**src/rtl/eint_pkg.sv**
```systemverilog
package eint_pkg;

    typedef enum logic [1:0] {
        SENSE_FALL_LOW = 2'b00,
        SENSE_RISE     = 2'b01,
        SENSE_FALL     = 2'b10,
        SENSE_BOTH     = 2'b11
    } sense_e;

    typedef struct packed {
        logic rise;
        logic fall;
        logic low;
    } evt_t;

    typedef struct packed {
        logic sens_wr;
        logic ack;
    } clr_t;

    function automatic logic edge_event(input sense_e mode, input evt_t evt);
        logic hit;
        case (mode)
            SENSE_FALL_LOW: hit = evt.fall;
            SENSE_RISE:     hit = evt.rise;
            SENSE_FALL:     hit = evt.fall;
            default:        hit = evt.rise | evt.fall;
        endcase
        return hit;
    endfunction

    function automatic logic level_event(input sense_e mode, input evt_t evt);
        return (mode == SENSE_FALL_LOW) && evt.low;
    endfunction

endpackage

```
**src/rtl/eint_pin_merge.sv**
```systemverilog
module eint_pin_merge #(
    parameter int PINS_PER_VEC = 3
) (
    input  logic [PINS_PER_VEC-1:0] lvl,
    input  logic [PINS_PER_VEC-1:0] dir_out,
    input  logic [PINS_PER_VEC-1:0] opt,
    output logic                    merged
);
    logic [PINS_PER_VEC-1:0] enabled;
    logic [PINS_PER_VEC-1:0] contrib;

    // input mode with option set; disabled pins read as 1 in the AND
    always_comb begin
        enabled = ~dir_out & opt;
        contrib = lvl | ~enabled;
        merged  = &contrib;
    end
endmodule

```
**src/rtl/eint_edge_det.sv**
```systemverilog
module eint_edge_det
    import eint_pkg::*;
(
    input  logic clk,
    input  logic rst,
    input  logic merged,
    output evt_t evt
);
    logic merged_q;

    always_ff @(posedge clk) begin
        if (rst) merged_q <= 1'b1;
        else     merged_q <= merged;
    end

    always_comb begin
        evt.rise = merged & ~merged_q;
        evt.fall = ~merged & merged_q;
        evt.low  = ~merged;
    end
endmodule

```
**src/rtl/eint_req_latch.sv**
```systemverilog
module eint_req_latch
    import eint_pkg::*;
(
    input  logic       clk,
    input  logic       rst,
    input  evt_t       evt,
    input  clr_t       clr,
    input  logic [1:0] wr_mode,
    output logic       pend
);
    sense_e mode_q;
    logic   pend_q;
    logic   hit_edge;
    logic   hit_level;

    always_comb begin
        hit_edge  = edge_event(mode_q, evt);
        hit_level = level_event(mode_q, evt);
    end

    always_ff @(posedge clk) begin
        if (rst) begin
            mode_q <= SENSE_FALL_LOW;
        end else if (clr.sens_wr) begin
            mode_q <= sense_e'(wr_mode);
        end
    end

    // priority: sensitivity write, edge, acknowledge, level
    always_ff @(posedge clk) begin
        if (rst)            pend_q <= 1'b0;
        else if (clr.sens_wr) pend_q <= 1'b0;
        else if (hit_edge)  pend_q <= 1'b1;
        else if (clr.ack)   pend_q <= 1'b0;
        else if (hit_level) pend_q <= 1'b1;
    end

    assign pend = pend_q;

    AST_SENS_WRITE_CLEARS: assert property (@(posedge clk) disable iff (rst)
        clr.sens_wr |=> !pend_q) else $error("sens write did not clear");
    AST_ACK_CLEARS: assert property (@(posedge clk) disable iff (rst)
        (clr.ack && !hit_edge && !clr.sens_wr) |=> !pend_q) else $error("ack did not clear");
    AST_EDGE_BEATS_ACK: assert property (@(posedge clk) disable iff (rst)
        (clr.ack && hit_edge && !clr.sens_wr) |=> pend_q) else $error("edge lost to ack");
    AST_NO_SPURIOUS_SET: assert property (@(posedge clk) disable iff (rst)
        (!pend_q && !hit_edge && !hit_level) |=> !pend_q) else $error("spurious request");
endmodule

```
**src/rtl/eint_ctrl.sv**
```systemverilog
module eint_ctrl
    import eint_pkg::*;
#(
    parameter int NUM_VEC      = 4,
    parameter int PINS_PER_VEC = 3,
    localparam int NUM_PINS    = NUM_VEC * PINS_PER_VEC,
    localparam int VEC_W       = (NUM_VEC > 1) ? $clog2(NUM_VEC) : 1
) (
    input  logic                clk,
    input  logic                rst,
    input  logic [NUM_PINS-1:0] pin_level,
    input  logic [NUM_PINS-1:0] pin_dir_out,
    input  logic [NUM_PINS-1:0] pin_opt,
    input  logic                sens_wr_en,
    input  logic [VEC_W-1:0]    sens_wr_vec,
    input  logic [1:0]          sens_wr_mode,
    input  logic                ack_valid,
    input  logic [VEC_W-1:0]    ack_vec,
    output logic [NUM_VEC-1:0]  irq_req
);
    for (genvar v = 0; v < NUM_VEC; v++) begin : g_vec
        logic merged;
        evt_t evt;
        clr_t clr;

        eint_pin_merge #(.PINS_PER_VEC(PINS_PER_VEC)) u_merge (
            .lvl     (pin_level  [v*PINS_PER_VEC +: PINS_PER_VEC]),
            .dir_out (pin_dir_out[v*PINS_PER_VEC +: PINS_PER_VEC]),
            .opt     (pin_opt    [v*PINS_PER_VEC +: PINS_PER_VEC]),
            .merged  (merged)
        );

        eint_edge_det u_edge (
            .clk    (clk),
            .rst    (rst),
            .merged (merged),
            .evt    (evt)
        );

        always_comb begin
            clr.sens_wr = sens_wr_en && (sens_wr_vec == VEC_W'(v));
            clr.ack     = ack_valid  && (ack_vec     == VEC_W'(v));
        end

        eint_req_latch u_latch (
            .clk     (clk),
            .rst     (rst),
            .evt     (evt),
            .clr     (clr),
            .wr_mode (sens_wr_mode),
            .pend    (irq_req[v])
        );
    end
endmodule

```
**config.mk**
```make
export PLATFORM = sky130hd
export DESIGN_NAME = eint_ctrl
export DESIGN_NICKNAME = d
export VERILOG_FILES = /design/src/rtl/eint_pkg.sv /design/src/rtl/eint_pin_merge.sv /design/src/rtl/eint_edge_det.sv /design/src/rtl/eint_req_latch.sv /design/src/rtl/eint_ctrl.sv
export SDC_FILE = /design/constraint.sdc
export NUM_CORES = 1
export LEC_CHECK = 0
export BUFFER_PORTS_ARGS = -buffer_cell sky130_fd_sc_hd__buf_2
export CORE_ASPECT_RATIO = 1.75
export CORE_UTILIZATION = 30
export CTS_CLUSTER_DIAMETER = 150
export DETAILED_ROUTE_END_ITERATION = 10
export PLACE_DENSITY = 0.6
export SYNTH_ARGS = -nofsm -noshare
export SYNTH_HDL_FRONTEND = slang
export SYNTH_SLANG_ARGS = --single-unit
```
**constraint.sdc**
```tcl
create_clock -name clk -period 1.38 [get_ports clk]
set_input_delay 0.138 -clock clk [delete_from_list [all_inputs] [get_ports clk]]
set_output_delay 0.138 -clock clk [all_outputs]
set_load 0.01 [all_outputs]
```
After elaboration in Yosys (flattened, before gate mapping)
Index checks and enable logic that the tools add are counted.

Input bits: 46. Output and inout bits: 4. Word-level logic and storage cells: 112. Flip-flop bits (word level): 16.

Bitwise gates (word level): 36. Mux-type cells: 16. Reduce and logical (&&, ||, !) cells: 34. Equality and inequality tests: 14.

Operators by type and width (count): 3-bit inverter (8); 2-bit equality test, second input constant (8); 2-bit OR reduction (8); 3-bit bitwise AND (4); 2-bit by 1-bit equality test with 1-bit output, second input constant (6); 1-bit logical AND (12); 2-bit logical NOT (6); 1-bit 2-to-1 mux (12); 3-bit OR (4); 3-bit AND reduction (4); 3-bit nonzero test (4); 1-bit bitwise AND (8); 1-bit inverter (8); 1-bit case mux with 2 select lines (4); 1-bit OR (4).

Longest topological paths before layout
Word-level depth: 10. Gate-level depth with buffers: 8.

Hierarchy
From an unflattened synthesis, not the netlist that was laid out.

Cell total of the unflattened synthesis: 96. Area, all modules: 865.8 µm².

Modules (own cells, without submodules): eint_req_latch (area each 128.9 µm², times used 4, cells an instance 13); eint_edge_det (area each 42.5 µm², times used 4, cells an instance 5); eint_pin_merge (area each 26.3 µm², times used 4, cells an instance 4); eint_ctrl (area each 75.1 µm², times used 1, cells an instance 8).

Worst setup path after synthesis
OpenSTA, ideal clock, no wires.

Path type: in2reg. Start point: input pin_opt[9]. End point: register g_vec[3].u_latch.pend_q. Data arrival time: 1.352 ns. Required time: 1.252 ns. Path slack: -0.100 ns. Setup time: 0.128 ns. Stages on the path: 7. Cells stage by stage: nor3b_2 -> a211oi_1 -> inv_1 -> ha_1 -> mux2i_1 -> a221oi_1 -> a21oi_1.

Longest elaborated chain between the ends: 9. Elaborated cells on any way between the ends: 12.

RTL lines: start: declaration (RTL line eint_ctrl.sv:13) `input logic [NUM_PINS-1:0] pin_opt,`; 3-bit bitwise AND * (RTL line eint_pin_merge.sv:14) `enabled = ~dir_out & opt;`; 3-bit inverter * (RTL line eint_pin_merge.sv:15) `contrib = lvl | ~enabled;`; 3-bit OR * (RTL line eint_pin_merge.sv:15); 3-bit AND reduction * (RTL line eint_pin_merge.sv:16) `merged = &contrib;`; named net g_vec[3].merged (RTL line eint_ctrl.sv:22) `logic merged;`; 1-bit inverter (RTL line eint_edge_det.sv:18, eint_edge_det.sv:19); 1-bit bitwise AND (RTL line eint_edge_det.sv:18) `evt.fall = ~merged & merged_q;`; 1-bit OR (RTL line eint_pkg.sv:27) `default: hit = evt.rise | evt.fall;`; 1-bit case mux with 2 select lines (RTL line eint_pkg.sv:23) `case (mode)`; 3-bit nonzero test (no line) or 1-bit 2-to-1 mux (tied branches); end signal: assignment (RTL line eint_req_latch.sv:31) `if (rst) pend_q <= 1'b0;`; end signal: assignment (RTL line eint_req_latch.sv:32) `else if (clr.sens_wr) pend_q <= 1'b0;`; end signal: assignment (RTL line eint_req_latch.sv:33) `else if (hit_edge) pend_q <= 1'b1;`; end: declaration (RTL line eint_req_latch.sv:12) `logic pend_q;`.

The timed path passes the listed nets; every way through them passes the cells marked *. A chain may end at the register's enable or synchronous reset.

Worst setup path after layout
Start point: input pin_opt[3]. End point: register g_vec[1].u_latch.pend_q.

Longest elaborated chain between the ends: 9. Elaborated cells on any way between the ends: 12.

RTL lines (RTL line): 3-bit bitwise AND * (eint_pin_merge.sv:14); 3-bit inverter * (eint_pin_merge.sv:15); 3-bit OR * (eint_pin_merge.sv:15); 3-bit AND reduction * (eint_pin_merge.sv:16); named net g_vec[1].merged (eint_ctrl.sv:22); 1-bit inverter (eint_edge_det.sv:18, eint_edge_det.sv:19); 1-bit bitwise AND (eint_edge_det.sv:18); 1-bit OR (eint_pkg.sv:27); 1-bit case mux with 2 select lines (eint_pkg.sv:23); 3-bit nonzero test (no line) or 1-bit 2-to-1 mux (tied branches); end signal: assignment (eint_req_latch.sv:31); end signal: assignment (eint_req_latch.sv:32); end signal: assignment (eint_req_latch.sv:33); end: declaration (eint_req_latch.sv:12).

Marked as above.

==> metrics.md <==
| Metric | Value |
|---|---|
| Status | complete, no violations |
| Max capacitance violation total | 0 |
| Fin cells | 214 |
| Initial Utilization | 0.316 |
| Detailed Route Iter0 Violations | 17 |
| Post-Syn Area | 1000 um^2 |
| Achievable frequency | 787 MHz |
| Crit Path Category | input pin to register |
| First-pass GRT wire length | 3.46 mm |
| Worst Hold End | g_vec[3].u_latch.mode_q[1] |
| First drt pass iteration count | 4 |
| Site Rows | 27 |
| Reg2reg start | g_vec[0].u_edge.merged_q |
| Setup Buffers After CTS | 0 |
| Post-DP HPWL | 1.91 mm |
| Worst hold path cell count | 3 |
| Synth Register Bits | 16 |
| Syn_nets | 169 |
| Final core occ | 0.440 |
| Design Area, Final | 1400 um^2 |
| Hold-fix buffer count after cts | 0 |
| PwrDens | 855 nW/um^2 |
| HP Class | input pin to register |
| Slew Viols, Final | 0 |
| Post-synth EDFFs | 0 |
| Critical Path AT | 1400 ps |
| Hold slack | 192 ps |
| H-tree levels | 1 |
| Clk_lat worst skew | 250 ps |
| Avg Cell Area, Syn | 8.71 um^2 |
| Peak supply drop | 635 uV |
| CTS buffer count | 3 |
| Die Area | 3580 um^2 |
| Largest net degree at the start of global routing | 16 |
| Register area share after synthesis | 0.320 |
| # nets final | 226 |
| Per-cell routed wire length | 10.7 um |
| Port Buffers | 49 |
| Crit Path Max Fanout | 2 |
| Root buffer cell | clkbuf_8 |
| CTS clk-pin slew, worst paths | 60 ps |
| Clock sink count | 16 |
| Post-Place Cells | 210 |
| RSZ-0062 raised after global routing | no |
| Number of global-route vias before repair | 909 |
| Reg2Reg Setup Slack | 220 ps |
| Cell Area, Placed | 1340 um^2 |
| Skew final | 2.22 ps |
| GRT Total Usage | 0.129 |
| Final min period | 1270 ps |
| FFs w/ async S/R, synth | 0 |
| CP peak stage delay | 280 ps |
| Worst path slowest cell | ha_1 |
| Most used DFF post-synth | dfxtp_1 |
| Worst setup SP type | input pin |
| R2R cell count | 6 |
| Reg2Reg Capture Point | g_vec[0].u_latch.pend |
| Mapped Cells | 115 |
| Count of warnings emitted by yosys | 0 |
| Pleak | 0.722 nW |
| Routed Antenna Nets | 0 |
| Clock Path Buffers | 2 |
| Initial antenna violation count | 0 |
| TritonCTS clock tree | built |
| Synth cell types | 27 |
| Wirelength, routed | 2.30 mm |
| Diodes inserted | 0 |
| Global route overflow | 0 |
| Hold Vio Cnt, Final | 0 |
| Total power | 1.19 mW |
| GP Congestion | 0.727 |
| Worst Tran Pin Value | 264 ps |
| P&R area growth vs syn | 39.5% |
| Final setup vio count | 0 |
| Post-cts sizing count | 0 |
| Post-DR vias/cell | 4.65 |
| Die Span Y | 78.5 um |
| Worst-path cell chain | buf_2 -> nor3b_1 -> a211oi_2 -> inv_1 -> ha_1 -> mux2i_1 -> a221oi_1 -> o21ai_0 |
| Slew headroom | 0.823 |
| Drc violations | 0 |
| Hold path start | sens_wr_mode[1] |
| Fin crit share | 0.921 |
| Data required, critical path | 1510 ps |
| Core Area | 3180 um^2 |
| DR vias | 996 |
| IO Count | 50 |
| Layout cell share with drive strength beyond 1 | 0.421 |
| Critical Path End Type | register |
| Die X | 45.7 um |
## kinds of logic after synthesis
| logic type | synth area share |
|---|---|
| AOI/OAI and AO/OA | 0.102 |
| adders and majority gates | 0.0999 |
| buffers and inverters | 0.0712 |
| DFF | 0.320 |
| muxes | 0.0999 |
| and+or+nand+nor | 0.307 |
## worst max-delay path, delay by kind of cell
kind,cells,cell delay (ps)
compound gates,3,620
mux,1,70
buf+inv,2,160
simple gates,1,130
fa+ha+maj,1,280
## cells in the final DEF (no fill, tap or decap), drive strengths merged, types with 4 or more instances in the layout
master / instances
ha: 8
nand2: 4
dfxtp: 16
nor3b: 9
inv: 10
nor2: 15
mux2i: 10
a211oi: 4
nor2b: 6
buf: 57
nand2b: 4
clkbuf: 4
or2: 4
o21ai: 5
## state kept, by name, summed over array words and instances, names as in the netlist
signal                 flops
g_vec.u_latch.pend         4
g_vec.u_latch.mode_q       8
g_vec.u_edge.merged_q      4
## worst max-delay path by stage
stage | startpoint | end | slack, ps | cells after the start
4_1_cts | pin_opt[3] | g_vec[1].u_latch.pend | 90 | 8
6_report | pin_opt[3] | g_vec[1].u_latch.pend | 110 | 8
3_3_place_gp | pin_opt[9] | g_vec[3].u_latch.pend | -120 | 8
5_1_grt | pin_opt[7] | g_vec[2].u_latch.pend | 20 | 9
3_5_place_dp | pin_opt[3] | g_vec[1].u_latch.pend | -180 | 8
2_1_floorplan | pin_opt[9] | g_vec[3].u_latch.pend | -10 | 7
## stage by stage
stage / worst slack [ps] / TNS [ps]
after global routing: 15.4 / 0
final: 109 / 0
after global placement: -124 / -432
after floorplan: -11.6 / -11.6
after CTS: 88.8 / 0
after detailed placement: -176 / -653
## layer usage
layer,global-route usage,routed length [um]
met5,0,0
met2,0.253,1200
met4,0.0529,27
met1,0.119,901
met3,0.0207,167
## where the power goes
group | leakage, nW | internal, mW | switching, mW
Combinational | 0.562 | 0.155 | 0.116
Sequential | 0.132 | 0.492 | 0.0182
Clock | 0.0288 | 0.253 | 0.160
Total | 0.722 | 0.900 | 0.295
## synthesized netlist by cell type, types with 2 or more instances
cell	instances	share of area
a211oi_1	3	0.022
a221oi_1	2	0.017
buf_4	4	0.030
dfxtp_1	16	0.32
ha_1	8	0.10
inv_1	10	0.037
mux2i_1	10	0.10
nand2_1	4	0.015
nand2b_1	4	0.025
nand3_1	2	0.010
nand3b_1	3	0.022
nor2_1	15	0.056
nor2b_1	6	0.037
nor3b_1	7	0.052
nor3b_2	2	0.025
o21ai_0	5	0.025
or2_2	4	0.025
## cell type report
class / count / area, um^2
Fill cell: 350 / 1780
Clock buffer: 4 / 55.1
Tap cell: 43 / 53.8
Sequential cell: 16 / 320
Inverter: 10 / 37.5
Timing Repair Buffer: 57 / 305
Multi-Input combinational cell: 84 / 626
No activity file was read; power rests on OpenSTA's default activity.
